### config.mk
export PLATFORM = sky130hd
export DESIGN_NAME = qsat_alu
export DESIGN_NICKNAME = d
export VERILOG_FILES = /design/src/rtl/qsat_pkg.sv /design/src/rtl/qsat_doubler.sv /design/src/rtl/qsat_addsub.sv /design/src/rtl/qsat_alu.sv
export SDC_FILE = /design/constraint.sdc
export NUM_CORES = 1
export LEC_CHECK = 0
export CORE_ASPECT_RATIO = 1.2
export CORE_MARGIN = 1
export CORE_UTILIZATION = 57
export CTS_BUF_LIST = sky130_fd_sc_hd__clkbuf_8
export DETAILED_ROUTE_END_ITERATION = 8
export PLACE_DENSITY = 0.88
export RECOVER_POWER = 50
export SETUP_SLACK_MARGIN = 0.02
export SLEW_MARGIN = 20
export SYNTH_ARGS = -nofsm -noshare
export SYNTH_HDL_FRONTEND = slang
export SYNTH_SLANG_ARGS = --single-unit
### constraint.sdc
create_clock -name clk -period 1.8 [get_ports clk]
set_clock_uncertainty 0.1 [all_clocks]
set_input_delay 0.27 -clock clk [delete_from_list [all_inputs] [get_ports clk]]
set_output_delay 0.27 -clock clk [all_outputs]
set_load 0.005 [all_outputs]
### src/rtl/qsat_pkg.sv
package qsat_pkg;
  typedef enum logic [1:0] {
    OP_ADD  = 2'b00,
    OP_SUB  = 2'b01,
    OP_DADD = 2'b10,
    OP_DSUB = 2'b11
  } qsat_op_e;
endpackage

### src/rtl/qsat_doubler.sv
module qsat_doubler #(
  parameter int WIDTH = 32
) (
  input  logic             en,
  input  logic [WIDTH-1:0] din,
  output logic [WIDTH-1:0] dout,
  output logic             sat
);
  localparam logic [WIDTH-1:0] MAX_POS = {1'b0, {(WIDTH-1){1'b1}}};
  localparam logic [WIDTH-1:0] MAX_NEG = {1'b1, {(WIDTH-1){1'b0}}};

  logic lose_bit;

  // Doubling is exact only when the two top bits agree.
  always_comb begin
    lose_bit = din[WIDTH-1] ^ din[WIDTH-2];
    sat      = en & lose_bit;
    if (!en)
      dout = din;
    else if (!lose_bit)
      dout = {din[WIDTH-2:0], 1'b0};
    else if (din[WIDTH-1])
      dout = MAX_NEG;
    else
      dout = MAX_POS;
  end
endmodule

### src/rtl/qsat_addsub.sv
module qsat_addsub #(
  parameter int WIDTH = 32
) (
  input  logic             sub,
  input  logic [WIDTH-1:0] a,
  input  logic [WIDTH-1:0] b,
  output logic [WIDTH-1:0] y,
  output logic             sat
);
  localparam logic [WIDTH-1:0] MAX_POS = {1'b0, {(WIDTH-1){1'b1}}};
  localparam logic [WIDTH-1:0] MAX_NEG = {1'b1, {(WIDTH-1){1'b0}}};

  logic [WIDTH:0] a_x, b_x, wide;

  // One guard bit: the result left the range when the guard and sign differ.
  always_comb begin
    a_x  = {a[WIDTH-1], a};
    b_x  = {b[WIDTH-1], b};
    wide = sub ? (a_x - b_x) : (a_x + b_x);
    sat  = wide[WIDTH] ^ wide[WIDTH-1];
    if (!sat)
      y = wide[WIDTH-1:0];
    else if (wide[WIDTH])
      y = MAX_NEG;
    else
      y = MAX_POS;
  end
endmodule

### src/rtl/qsat_alu.sv
module qsat_alu
  import qsat_pkg::*;
#(
  parameter int WIDTH = 32
) (
  input  logic             clk,
  input  logic             rst_n,
  input  logic             in_valid,
  input  logic [1:0]       op,
  input  logic [WIDTH-1:0] opnd_m,
  input  logic [WIDTH-1:0] opnd_n,
  input  logic             q_clear,
  output logic [WIDTH-1:0] res_data,
  output logic             res_valid,
  output logic             q_flag
);
  localparam logic [WIDTH-1:0] MAX_POS = {1'b0, {(WIDTH-1){1'b1}}};

  logic [WIDTH-1:0] n_eff, sum_y;
  logic             dbl_sat, as_sat;
  logic [WIDTH-1:0] data_d;
  logic             valid_d, q_d, data_en;

  qsat_doubler #(.WIDTH(WIDTH)) u_dbl (
    .en   (op[1]),
    .din  (opnd_n),
    .dout (n_eff),
    .sat  (dbl_sat)
  );

  qsat_addsub #(.WIDTH(WIDTH)) u_as (
    .sub (op[0]),
    .a   (opnd_m),
    .b   (n_eff),
    .y   (sum_y),
    .sat (as_sat)
  );

  // next state
  always_comb begin
    data_en = in_valid;
    data_d  = sum_y;
    valid_d = in_valid;
    q_d     = (q_flag & ~q_clear) | (in_valid & (dbl_sat | as_sat));
  end

  // registers
  always_ff @(posedge clk or negedge rst_n) begin
    if (!rst_n) begin
      res_data  <= '0;
      res_valid <= 1'b0;
      q_flag    <= 1'b0;
    end else begin
      if (data_en) res_data <= data_d;
      res_valid <= valid_d;
      q_flag    <= q_d;
    end
  end


  valid_latency_chk: assert property (@(posedge clk) disable iff (!rst_n)
    in_valid |=> res_valid);

  idle_valid_chk: assert property (@(posedge clk) disable iff (!rst_n)
    !in_valid |=> !res_valid);

  q_sticky_chk: assert property (@(posedge clk) disable iff (!rst_n)
    (q_flag && !q_clear) |=> q_flag);

  hold_data_chk: assert property (@(posedge clk) disable iff (!rst_n)
    !in_valid |=> $stable(res_data));

  dbl_high_chk: assert property (@(posedge clk) disable iff (!rst_n)
    (in_valid && op == OP_DADD && opnd_m == '0 && !opnd_n[WIDTH-1] && opnd_n[WIDTH-2])
      |=> (res_data == MAX_POS && q_flag));
endmodule

==> summary.txt, run 1 <==
Run status
  • Status: stopped before the end
  • Failed at: 4_1_cts
  • First error: [ERROR DPL-0033] detailed placement checks failed during check placement.

Floorplanning
  • Row count: 36
  • IO Pins: 104
  • Starting Density: 0.595
  • Die extent in x: 86.7 um
  • Die H: 104 um

Yosys
  • Synth Flop Type: dfrtp_1
  • Async set or reset register ratio after synthesis: 1.00
  • Yosys reg bits: 34
  • Synth Instances: 605
  • Netlist area before placement: 4910 um^2
  • Unique masters post-synth: 71
  • Post-synthesis sequential area ratio: 0.173
  • Number of flops mapped to enable cells by yosys: 0
  • Post-Syn Area per Cell: 8.11 um^2
  • Syn nets: 712
  • YS warnings: 0

CTS
  • Resize count post-CTS: 87
  • H-tree depth: 2
  • TritonCTS buffer count: 5
  • Clock root cell: clkbuf_8
  • CTS Buffer Depth: 2
  • # clock sinks: 34
  • Setup Buffers After CTS: 23
  • Hold-fix buffers, CTS: 0

Placement
  • Gp weighted congestion: 0.968
  • Port buffer count: 103
  • Post-place setup slack: -3.88 ns
  • Hpwl dp: 14.5 mm
## synthesized netlist by cell type, types with 3 or more instances
master | instances | area [um^2]
nor2b_1 | 5 | 31.3
a21oi_1 | 89 | 445
xor2_1 | 39 | 342
clkbuf_1 | 23 | 86.3
o2bb2ai_2 | 30 | 450
nor3_1 | 8 | 40.0
dfrtp_1 | 34 | 851
o21a_1 | 10 | 75.1
nor2_1 | 66 | 248
o22a_1 | 3 | 26.3
o211ai_1 | 5 | 37.5
buf_2 | 5 | 25.0
o21bai_1 | 5 | 37.5
nor4b_1 | 3 | 26.3
a31oi_1 | 9 | 56.3
o31a_1 | 3 | 26.3
a211oi_1 | 9 | 67.6
o211a_1 | 6 | 60.1
nand2b_1 | 15 | 93.8
buf_6 | 3 | 33.8
nand2_1 | 23 | 86.3
a41oi_1 | 3 | 26.3
buf_4 | 5 | 37.5
ha_1 | 36 | 450
a21o_1 | 19 | 143
mux2i_1 | 3 | 30.0
and3_1 | 19 | 119
xnor2_1 | 19 | 166
o31ai_1 | 4 | 30.0
nor3b_1 | 4 | 30.0
inv_1 | 13 | 48.8
o21ai_0 | 31 | 155
nand3_1 | 3 | 15.0
and2_1 | 4 | 25.0
## kinds of logic after synthesis
kind of cell,Yosys count,synth area share
AO/OA/AOI/OAI,256,0.395
XOR/XNOR,59,0.109
adder cells (fa/ha/maj),37,0.0959
buffers and inverters,51,0.0487
flip-flops,34,0.173
multiplexers,4,0.00841
AND/OR/NAND/NOR,164,0.169
## through the flow
stage,std cells,instance area [um^2],hold slack [ns],utilization
3_5_place_dp,957,7280,0.376,0.884
2_1_floorplan,605,5020,-0.126,-
3_3_place_gp,957,7280,0.375,0.884
==> run 2, diff against run 1 <==
CORE_ASPECT_RATIO = default   (was 1.2)
CORE_UTILIZATION = 40   (was 57)
CTS_BUF_LIST = default   (was sky130_fd_sc_hd__clkbuf_8)
PLACE_DENSITY = default   (was 0.88)
PLACE_DENSITY_LB_ADDON = 0.15   (was default)
SETUP_SLACK_MARGIN = default   (was 0.02)
==> run 2 against run 1 <==
The flow now finishes, with violations (negative setup slack). Synthesized cell count did not move. Area after synthesis unchanged.
==> summary.txt, run 2 <==
CTS
  • Hold-fix buffers, CTS: 0 (unchanged)
  • TritonCTS buffer count: 5 (unchanged)
  • # clock sinks: 34 (unchanged)
  • CTS clk-pin slew, worst paths: 0.05 ns
  • Clock root cell: clkbuf_16
  • CTS tree: yes
  • H-tree depth: 2 (unchanged)
  • Clock Latency Late Sink: 0.28 ns
  • CTS Buffer Depth: 2 (unchanged)

Yosys
  • Post-Syn Area per Cell: 8.11 um^2 (unchanged)
  • Synth Flop Type: dfrtp_1
  • Synth top area cells: dfrtp_1 17%, ha_1 9.2%, o2bb2ai_2 9.2%
  • Most frequent cell after synthesis: a21oi_1
  • Post-synthesis sequential area ratio: 0.173 (unchanged)
  • Number of flops mapped to enable cells by yosys: 0 (unchanged)
  • Top cell types by occurrence after synthesis: 89 x a21oi_1, 66 x nor2_1, 39 x xor2_1, 36 x ha_1, 34 x dfrtp_1
  • Unique masters post-synth: 71 (unchanged)
  • YS warnings: 0 (unchanged)
  • Netlist area before placement: 4910 um^2 (unchanged)
  • Synth Instances: 605 (unchanged)
  • Area leader, netlist: dfrtp_1
  • Post-synth top area share: 0.173 (unchanged)
  • Async set or reset register ratio after synthesis: 1.00 (unchanged)
  • Syn nets: 712 (unchanged)
  • Yosys reg bits: 34 (unchanged)

Timing
  • RSZ-0062 raised after global routing: true
  • Sum Neg Setup Slack: -96.57 ns
  • Max Freq: 209 MHz
  • Fin crit share: 2.65
  • Slew margin rel.: 0.420
  • Final Max Tran Viols: 0
  • Post-route setup slack: -2.97 ns
  • Hold Vio Cnt, Final: 0
  • Final-report setup violation count: 33
  • Slew @ Worst Pin: 0.870 ns
  • Minimum clock period: 4.77 ns

Pwr
  • Leak: 3.78 nW
  • Tot Pwr: 8.62 mW
  • Internal power: 5.17 mW
  • Sequential power share: 0.172
  • Maximum vdd drop: 0.749 mV
  • Switching Share: 0.400
  • Logic pwr share: 0.716
  • Clock network fraction of total power: 0.112
  • P_sw: 3.45 mW
  • Power per cell area: 1030 nW/um^2

Setup path
  • Largest stage delay, worst path: 0.36 ns
  • Worst r2r src: q_flag
  • Crit-path most repeated cell: buf_12
  • WP data arrival: 4.83 ns
  • CP max FO: 7
  • CP Launch Type: primary input
  • Critical path class: in2reg
  • Worst Setup End Kind: register
  • Critical Path RT: 1.85 ns
  • R2R setup slack: 0.75 ns
  • Cell family with most CP delay: compound AO/OA/AOI/OAI gates
  • Critical Path Start: opnd_n[30]
  • CP max-delay cell: xnor2_4
  • Worst Path Buf+Inv: 6

Placement
  • Post-place setup slack: -3.84 ns (+0.0356 ns)
  • Gp weighted congestion: 0.908 (-6.2%)
  • Port buffer count: 103 (unchanged)
  • Hpwl dp: 12.7 mm (-13%)

Route
  • Routed via count: 5870
  • Post-route DRC: 0
  • Total wire length: 18.2 mm
  • Initial DRC Count: 269
  • Antenna-violating nets left: 0
  • Detailed Routing Iterations Pass 1: 5
  • WL per Instance: 17.5 um
  • Vias per Instance: 5.66

Run
  • Max-Cap Viols: 0

Finish
  • Most common cell after layout, fill and taps aside: buf_4
  • Layout cells sized above 1: 0.376
  • Top Registers: res_data: 32 flops, q_flag: 1 flops, res_valid: 1 flops
  • Final Util: 0.701
  • Area Overhead vs Synth: 70.9%
  • Nets: 997
  • Leading cell types in the layout, fill and taps excluded: 188 x buf_4, 97 x clkdlybuf4s50_1, 66 x nor2_1
  • Reg with most FFs: res_data
  • Max reg flops: 32
  • Fillers: 909
  • N_diodes: 0

Global route
  • Initial antenna violation count: 0
  • Largest net degree at the start of global routing: 35
  • Total congestion overflow: 0
  • Vias in the first global route: 6006
  • First-pass GRT wire length: 29.0 mm
  • Total Routing Usage GR: 0.282

Min path
  • Hold WC Path Type: reg2reg
  • HP Start: res_data[6]

Floorplanning
  • Die extent in x: 113 um (+30%)
  • IO Pins: 104 (unchanged)
  • Core Area: 12000 um^2
  • Die area: 12700 um^2
  • Starting Density: 0.410 (-0.185)
  • Row count: 40 (+11%)
  • Die H: 113 um (+8.8%)

Run status
  • Violated checks: negative setup slack
  • Status: finished with violations
==> run 2: cell counts after synthesis <==
No cell type changed its count.
==> run 2: layout make-up <==
cell class | count | area [um^2] | area share
clock buffers | 8 | 166 | 0.0198
inverters | 14 | 57.6 | 0.00686
multi-input cells | 520 | 4240 | 0.505
flip-flops and latches | 34 | 851 | 0.101
well taps | 147 | 184 | 0.0219
repair buffers | 315 | 2890 | 0.345
==> run 2: cells by family (layout without fill, tap and decap cells) <==
group | Yosys count | in the layout | synth area share
buffers and inverters | 51 | 337 | 0.0487
and+or+nand+nor | 164 | 164 | 0.169
xor gates and xnor gates | 59 | 59 | 0.109
AOI/OAI and AO/OA | 256 | 256 | 0.395
DFF | 34 | 34 | 0.173
adders and majority gates | 37 | 37 | 0.0959
muxes | 4 | 4 | 0.00841
==> run 2: final timing paths <==
check | end | cells past startpoint
worst max-delay path | q_flag | 27
worst min-delay path | res_data[6] | 1
worst max register to register | q_flag | 3
worst min register to register | res_data[6] | 1
max in group asynchronous | res_data[2] | 2
min in group asynchronous | res_data[23] | 2
==> run 2: worst reg2reg max path, delay by kind of cell (launching register included) <==
family          cells  cell delay [ns]
compound gates      2             0.29
flops               1             0.38
simple gates        1             0.15
==> run 2: routing by layer <==
| metal | global-route usage | routed length [um] | up-vias |
|---|---|---|---|
| met3 | 0.0300 | 632 | 58 |
| met5 | 0 | 0 | - |
| li1 | - | - | 2842 |
| met1 | 0.328 | 7500 | 2817 |
| met4 | 0.0924 | 606 | 0 |
| met2 | 0.536 | 9440 | 153 |
==> run 2: metrics by stage <==
stage | instances | hold WS (ns) | cell area [um^2]
floorplan | 605 | -0.126 | 5020
global placement | 998 | 0.380 | 7400
detailed placement | 998 | 0.375 | 7400
CTS | 1035 | 0.323 | 8250
global route | 1038 | 0.407 | 8390
finish | 1038 | 0.395 | 8390
==> run 2: timing repair <==
item                       in CTS  in global routing
resized for setup              87                 23
buffers inserted               24                  3
pin swaps                      27                 11
gates cloned                    5                  1
setup endpoints to repair      33                 33
==> run 2: power by group through the flow <==
stage                     clock (mW)  sequential (mW)  combinational (mW)
final                          0.965             1.48                6.17
after global routing            1.01             1.50                6.55
after CTS                      0.955             1.46                5.78
after detailed placement           0             1.44                4.67
after global placement             0             1.45                4.56
after floorplan                    0             1.42                2.47
(Power assumes the default switching activity.)
==> run 3, diff against run 2 <==
GPL_ROUTABILITY_DRIVEN = 0   (was default)
GPL_TIMING_DRIVEN = 0   (was default)
TNS_END_PERCENT = 1   (was default)
==> run 3 against run 2 <==
The flow still finishes with violations (negative setup slack). Final cell count shrank 13%. Combinational power shrank 23%. Critical path depth is the same. Count of clock-buffer cells in the layout shrank 2. Fmax shrank 5.0%. Wire length shrank 11%. Die area is the same. Design area shrank 16%. Non-clock buffer count shrank 138. Clock power shrank 8.5%.
==> summary.txt, run 3 (synthesis gave the netlist of run 2 again) <==
Floorplanning
  • IO Pins: 104 (unchanged)
  • Row count: 40 (unchanged)
  • Die H: 113 um (unchanged)
  • Die area: 12700 um^2 (unchanged)
  • Starting Density: 0.410 (unchanged)
  • Die extent in x: 113 um (unchanged)
  • Core Area: 12000 um^2 (unchanged)

Timing
  • Post-route setup slack: -3.23 ns (-0.253 ns)
  • RSZ-0062 raised after global routing: true
  • Slew @ Worst Pin: 0.793 ns (-0.0773 ns)
  • Hold Vio Cnt, Final: 0 (unchanged)
  • Fin crit share: 2.79 (+0.141)
  • Minimum clock period: 5.03 ns (+0.253 ns)
  • Max Freq: 199 MHz (-5.0%)
  • Final-report setup violation count: 33 (unchanged)
  • Slew margin rel.: 0.472 (+0.0516)
  • Final Max Tran Viols: 0 (unchanged)

Finish
  • Nets: 859 (-14%)
  • Area Overhead vs Synth: 43.1%
  • N_diodes: 0 (unchanged)
  • Leading cell types in the layout, fill and taps excluded: 97 x clkdlybuf4s50_1, 69 x a21oi_1, 64 x nor2_1
  • Most common cell after layout, fill and taps aside: clkdlybuf4s50_1
  • Non-filler cells, final: 900 (-13%)
  • Max reg flops: 32 (unchanged)
  • Fillers: 1057 (+16%)
  • Reg with most FFs: res_data
  • Top Registers: res_data: 32 flops, q_flag: 1 flops, res_valid: 1 flops
  • Layout cells sized above 1: 0.228 (-0.148)
  • Sequential cell area: 851 um^2 (unchanged)
  • Area of the multi-input gates: 4120 um^2 (-2.8%)

Route
  • WL per Instance: 17.9 um (+2.1%)
  • Initial DRC Count: 409 (+52%)
  • Antenna-violating nets left: 0 (unchanged)
  • Post-route DRC: 0 (unchanged)
  • Vias per Instance: 5.90 (+4.3%)
  • Total wire length: 16.1 mm (-11%)
  • Detailed Routing Iterations Pass 1: 7 (+2)
  • Routed via count: 5306 (-9.6%)

CTS
  • TritonCTS buffer count: 5 (unchanged)
  • CTS tree: yes
  • # clock sinks: 34 (unchanged)
  • Clock root cell: clkbuf_16
  • CTS clk-pin slew, worst paths: 0.06 ns (about the same)
  • H-tree depth: 2 (unchanged)
  • Clock Latency Late Sink: 0.28 ns (about the same)
  • CTS Buffer Depth: 2 (unchanged)

Global route
  • Initial antenna violation count: 0 (unchanged)
  • Vias in the first global route: 5251 (-13%)
  • First-pass GRT wire length: 25.7 mm (-11%)
  • Total Routing Usage GR: 0.250 (-0.0321)
  • Largest net degree at the start of global routing: 28 (-20%)
  • Total congestion overflow: 0 (unchanged)

Run status
  • Violated checks: negative setup slack
  • Status: finished with violations

Pwr
  • Maximum vdd drop: 0.637 mV (-15%)
  • Power per cell area: 1010 nW/um^2 (-2.0%)
  • Leak: 2.95 nW (-22%)

Min path
  • Hold WC Path Type: in2async

Setup path
  • Critical Path RT: 1.87 ns (+0.02 ns)
  • WP data arrival: 5.10 ns (+0.27 ns)
  • CP Launch Type: primary input
  • CP max-delay cell: or4b_4
  • Largest stage delay, worst path: 0.54 ns (+0.18 ns)
  • Critical path class: in2reg
  • Worst Setup End Kind: register
  • CP max FO: 5 (-2)

Placement
  • Post-place setup slack: -4.50 ns (-0.658 ns)
  • Port buffer count: 102 (-0.97%)
  • Dpl cells: 855 (-14%)
  • Hpwl dp: 12.0 mm (-5.6%)

Run
  • Max-Cap Viols: 0 (unchanged)
[run 3: changes by cell type in the layout (fill, tap and decap cells not counted), moves of 3 or more]
cell | previous run | this run
buf_4 | 188 | 38
clkbuf_1 | 0 | 13
a21oi_1 | 60 | 69
a21oi_4 | 9 | 1
buf_12 | 10 | 3
clkbuf_2 | 1 | 6
buf_16 | 4 | 1
[run 3: power breakdown]
part / internal (mW) / switching (mW) / total [mW]
registers: 1.13 / 0.293 / 1.43
clock network: 0.548 / 0.336 / 0.883
logic: 2.49 / 2.26 / 4.76
total: 4.18 / 2.89 / 7.07
[run 3: path summary, 6_finish.rpt]
kind | slack (ns) | startpoint | depth (start not counted) | endpoint
setup reg to reg | 0.90 | q_flag | 3 | q_flag
setup / recovery | -3.23 | op[1] | 27 | res_data[14]
min in group clk | 0.39 | res_data[4] | 1 | res_data[4]
hold / removal | 0.32 | rst_n | 2 | res_data[27]
max in group asynchronous | 0.27 | rst_n | 3 | res_data[6]
hold reg to reg | 0.39 | res_data[4] | 1 | res_data[4]
[run 3: cell type report]
class | instances | area share
plain buffers | 32 | 0.0406
clock buffers | 6 | 0.0198
clock inverters | 2 | 0.00178
inverters | 14 | 0.00749
multi-input cells | 520 | 0.586
flip-flops and latches | 34 | 0.121
well taps | 147 | 0.0262
repair buffers | 145 | 0.197
[run 3: per-layer routing]
| metal | up-vias | wire [um] | GRT usage |
|---|---|---|---|
| met5 | - | 0 | 0 |
| met4 | 0 | 337 | 0.0578 |
| met3 | 30 | 956 | 0.0332 |
| met2 | 191 | 7830 | 0.440 |
| met1 | 2538 | 6970 | 0.325 |
| li1 | 2547 | - | - |
[run 3: worst max-delay path, delay by kind of cell]
kind / cells / cell delay, ns
buf+inv: 9 / 1.09
simple gates: 7 / 1.68
compound gates: 7 / 1.18
mux: 1 / 0.17
fa+ha+maj: 2 / 0.54
xor+xnor: 1 / 0.16
[run 3: repair_timing]
item | CTS | global route
buffers inserted | 31 | 9
hold endpoints to repair | 34 | 0
hold buffers | 1 | 0
gates resized for setup | 71 | 27
pin swaps | 16 | 17
setup endpoints to repair | 33 | 33
cloned | 2 | 0
[run 3: metrics by stage]
step | setup TNS (ns) | area [um^2] | hold slack [ns] | power [mW] | util
2_1_floorplan | -105.22 | 5010 | -0.126 | 3.87 | -
3_3_place_gp | -154.98 | 6210 | 0.379 | 5.38 | 0.519
3_5_place_dp | -146.82 | 6230 | 0.0278 | 5.42 | 0.521
4_1_cts | -100.32 | 6900 | 0.271 | 6.88 | 0.577
5_1_grt | -111.83 | 7020 | 0.356 | 7.53 | 0.587
6_report | -105.59 | 7020 | 0.323 | 7.07 | 0.587
==> run 4, diff against run 3 <==
CORE_MARGIN = default   (was 1)
CTS_BUF_LIST = sky130_fd_sc_hd__clkbuf_4 sky130_fd_sc_hd__clkbuf_8   (was default)
==> run 4 against run 3 <==
The run still ends with negative setup slack left. Hold slack got worse by 0.013 ns. Non-clock buffer count decreased by 10. Die area unchanged. Register-to-register slack about the same. Final cell count decreased by 1.1%. Clock power decreased by 30%. Setup slack improved by 0.077 ns. First-iteration DRC count decreased by 7.6%. Combinational power decreased by 4.2%. Core utilization decreased by 1.5 points. Critical path type unchanged. Critical endpoint is now res_data[18].
==> summary.txt, run 4 (synthesis gave the netlist of run 2 again) <==
Route
  • Total wire length: 15.7 mm (-2.6%)
  • Routed via count: 5195 (-2.1%)
  • Post-route DRC: 0 (unchanged)
  • WL per Instance: 17.6 um (-1.5%)
  • Vias per Instance: 5.84 (-0.99%)
  • Detailed Routing Iterations Pass 1: 5 (-2)
  • Antenna-violating nets left: 0 (unchanged)
  • Initial DRC Count: 378 (-7.6%)

Finish
  • Reg with most FFs: res_data
  • Area of the multi-input gates: 4060 um^2 (-1.3%)
  • Most common cell after layout, fill and taps aside: clkdlybuf4s50_1
  • Non-filler cells, final: 890 (-1.1%)
  • Leading cell types in the layout, fill and taps excluded: 97 x clkdlybuf4s50_1, 74 x a21oi_1, 66 x nor2_1
  • Top Registers: res_data: 32 flops, q_flag: 1 flops, res_valid: 1 flops
  • Final Util: 0.572 (-0.0154)
  • Max reg flops: 32 (unchanged)
  • Nets: 849 (-1.2%)
  • Fillers: 1095 (+3.6%)
  • Sequential cell area: 851 um^2 (unchanged)
  • Layout cells sized above 1: 0.213 (-0.0158)
  • Area Overhead vs Synth: 39.3%
  • N_diodes: 0 (unchanged)

CTS
  • Clock Latency Late Sink: 0.29 ns (about the same)
  • CTS clk-pin slew, worst paths: 0.07 ns (about the same)
  • CTS tree: yes
  • TritonCTS buffer count: 5 (unchanged)
  • # clock sinks: 34 (unchanged)
  • H-tree depth: 2 (unchanged)
  • Clock root cell: clkbuf_8
  • CTS Buffer Depth: 2 (unchanged)

Placement
  • Port buffer count: 102 (unchanged)
  • Hpwl dp: 12.0 mm (unchanged)
  • Dpl cells: 855 (unchanged)

Pwr
  • Leak: 2.88 nW (-2.3%)
  • Tot Pwr: 6.61 mW (-6.6%)
  • Power per cell area: 966 nW/um^2 (-4.1%)
  • Maximum vdd drop: 0.637 mV (about the same)

Global route
  • Total congestion overflow: 0 (unchanged)
  • Met3 Usage GRT: 0.0359 (+0.00268)
  • Met1 usage: 0.320 (-0.00488)
  • Initial antenna violation count: 0 (unchanged)
  • Total Routing Usage GR: 0.247 (-0.00305)
  • Largest net degree at the start of global routing: 28 (unchanged)
  • Vias in the first global route: 5216 (-0.67%)
  • Top Usage Layer GRT: met2
  • Met2 Resource Use GR: 0.431 (-0.00823)
  • First-pass GRT wire length: 25.4 mm (-1.2%)

Run
  • Max-Cap Viols: 0 (unchanged)

Timing
  • Max Freq: 202 MHz (+1.5%)
  • Slew @ Worst Pin: 0.740 ns (-0.0521 ns)
  • Minimum clock period: 4.95 ns (-0.0767 ns)
  • Fin crit share: 2.75 (-0.0426)
  • Post-route setup slack: -3.15 ns (+0.0767 ns)
  • RSZ-0062 raised after global routing: true
  • Hold Vio Cnt, Final: 0 (unchanged)
  • Slew margin rel.: 0.506 (+0.0348)
  • Sum Neg Setup Slack: -102.49 ns (+3.09 ns)
  • Final-report setup violation count: 33 (unchanged)
  • Final Max Tran Viols: 0 (unchanged)

Run status
  • Status: finished with violations
  • Violated checks: negative setup slack

Setup path
  • WP data arrival: 5.03 ns (-0.07 ns)
  • Worst r2r src: q_flag
  • R2R setup slack: 0.89 ns (about the same)
  • Crit Reg-Reg Endpoint: q_flag
  • R2R depth: 3 (unchanged)
  • Critical Path RT: 1.88 ns (about the same)
  • Critical Path Start: op[1]
  • Critical path class: in2reg
  • CP max FO: 6 (+1)
  • CP Launch Type: primary input
  • Worst Setup End Kind: register

Floorplanning
  • Starting Density: 0.410 (unchanged)
  • Core Area: 12000 um^2 (unchanged)
  • Die area: 12700 um^2 (unchanged)
  • IO Pins: 104 (unchanged)
  • Die extent in x: 113 um (unchanged)
  • Die H: 113 um (unchanged)
  • Row count: 40 (unchanged)

Min path
  • Hold WC Path Type: in2async
## run 4: cell types whose count changed in the layout (fill, tap and decap cells not counted), moves of 2 or more
cell | previous run | this run
nor2_2 | 2 | 0
buf_12 | 3 | 1
nor2_1 | 64 | 66
clkbuf_16 | 8 | 3
buf_4 | 38 | 31
a21oi_1 | 69 | 74
clkbuf_8 | 1 | 6
a21oi_2 | 19 | 15
## run 4: worst max-delay path, stage by stage
cell	delay (ns)
buf_8	0.10
buf_8	0.11
buf_8	0.11
clkbuf_16	0.13
clkbuf_16	0.14
clkbuf_16	0.15
mux2i_4	0.18
ha_2	0.21
inv_2	0.05
a311oi_4	0.25
nand3_2	0.17
nor4b_4	0.33
and3_4	0.22
nor2_1	0.04
xor2_1	0.16
ha_1	0.30
and3_4	0.20
a31oi_4	0.16
o21ai_2	0.08
and2_4	0.17
o21a_1	0.18
or4b_4	0.52
o211a_4	0.19
o21ai_4	0.17
buf_6	0.12
bufbuf_16	0.25
o2bb2ai_2	0.05
## run 4: worst max path at each step
stage / cells after the start / to
4_1_cts: 27 / res_data[11]
5_1_grt: 28 / res_data[0]
3_3_place_gp: 26 / res_data[19]
6_report: 27 / res_data[18]
2_1_floorplan: 26 / res_data[26]
3_5_place_dp: 27 / res_data[27]
## run 4: per-stage QoR
stage | instance area, um^2 | worst slack [ns] | hold WS [ns]
after detailed placement | 6230 | -4.50 | 0.0278
after global routing | 6840 | -3.33 | 0.328
after global placement | 6210 | -4.43 | 0.379
final | 6840 | -3.15 | 0.310
after CTS | 6750 | -3.09 | 0.248
after floorplan | 5010 | -3.21 | -0.126
## run 4: final cells by class
type / count / share of cell area
multi-input combinational: 520 / 0.594
timing repair buffer: 134 / 0.192
sequential: 34 / 0.124
buffer: 33 / 0.0406
tap: 147 / 0.0269
clock buffer: 6 / 0.0121
inverter: 14 / 0.00769
clock inverter: 2 / 0.00183
## run 4: power breakdown
part           internal [mW]  switching [mW]
clock network          0.308           0.307
logic                   2.39            2.18
registers               1.13           0.295
## run 4: timing repair
item | CTS | global route
setup buffers | 26 | 2
endpoints found under the setup margin | 33 | 33
gates cloned | 2 | 0
hold buffers | 1 | 0
gates resized for setup | 63 | 22
endpoints found under the hold margin | 34 | 0
pin swaps | 14 | 6
## run 4: routing by layer
metal  vias up  routed length [um]
met2       171                7670
met1      2480                6850
li1       2518                   -
met3        26                 919
met5         -                   0
met4         0                 244
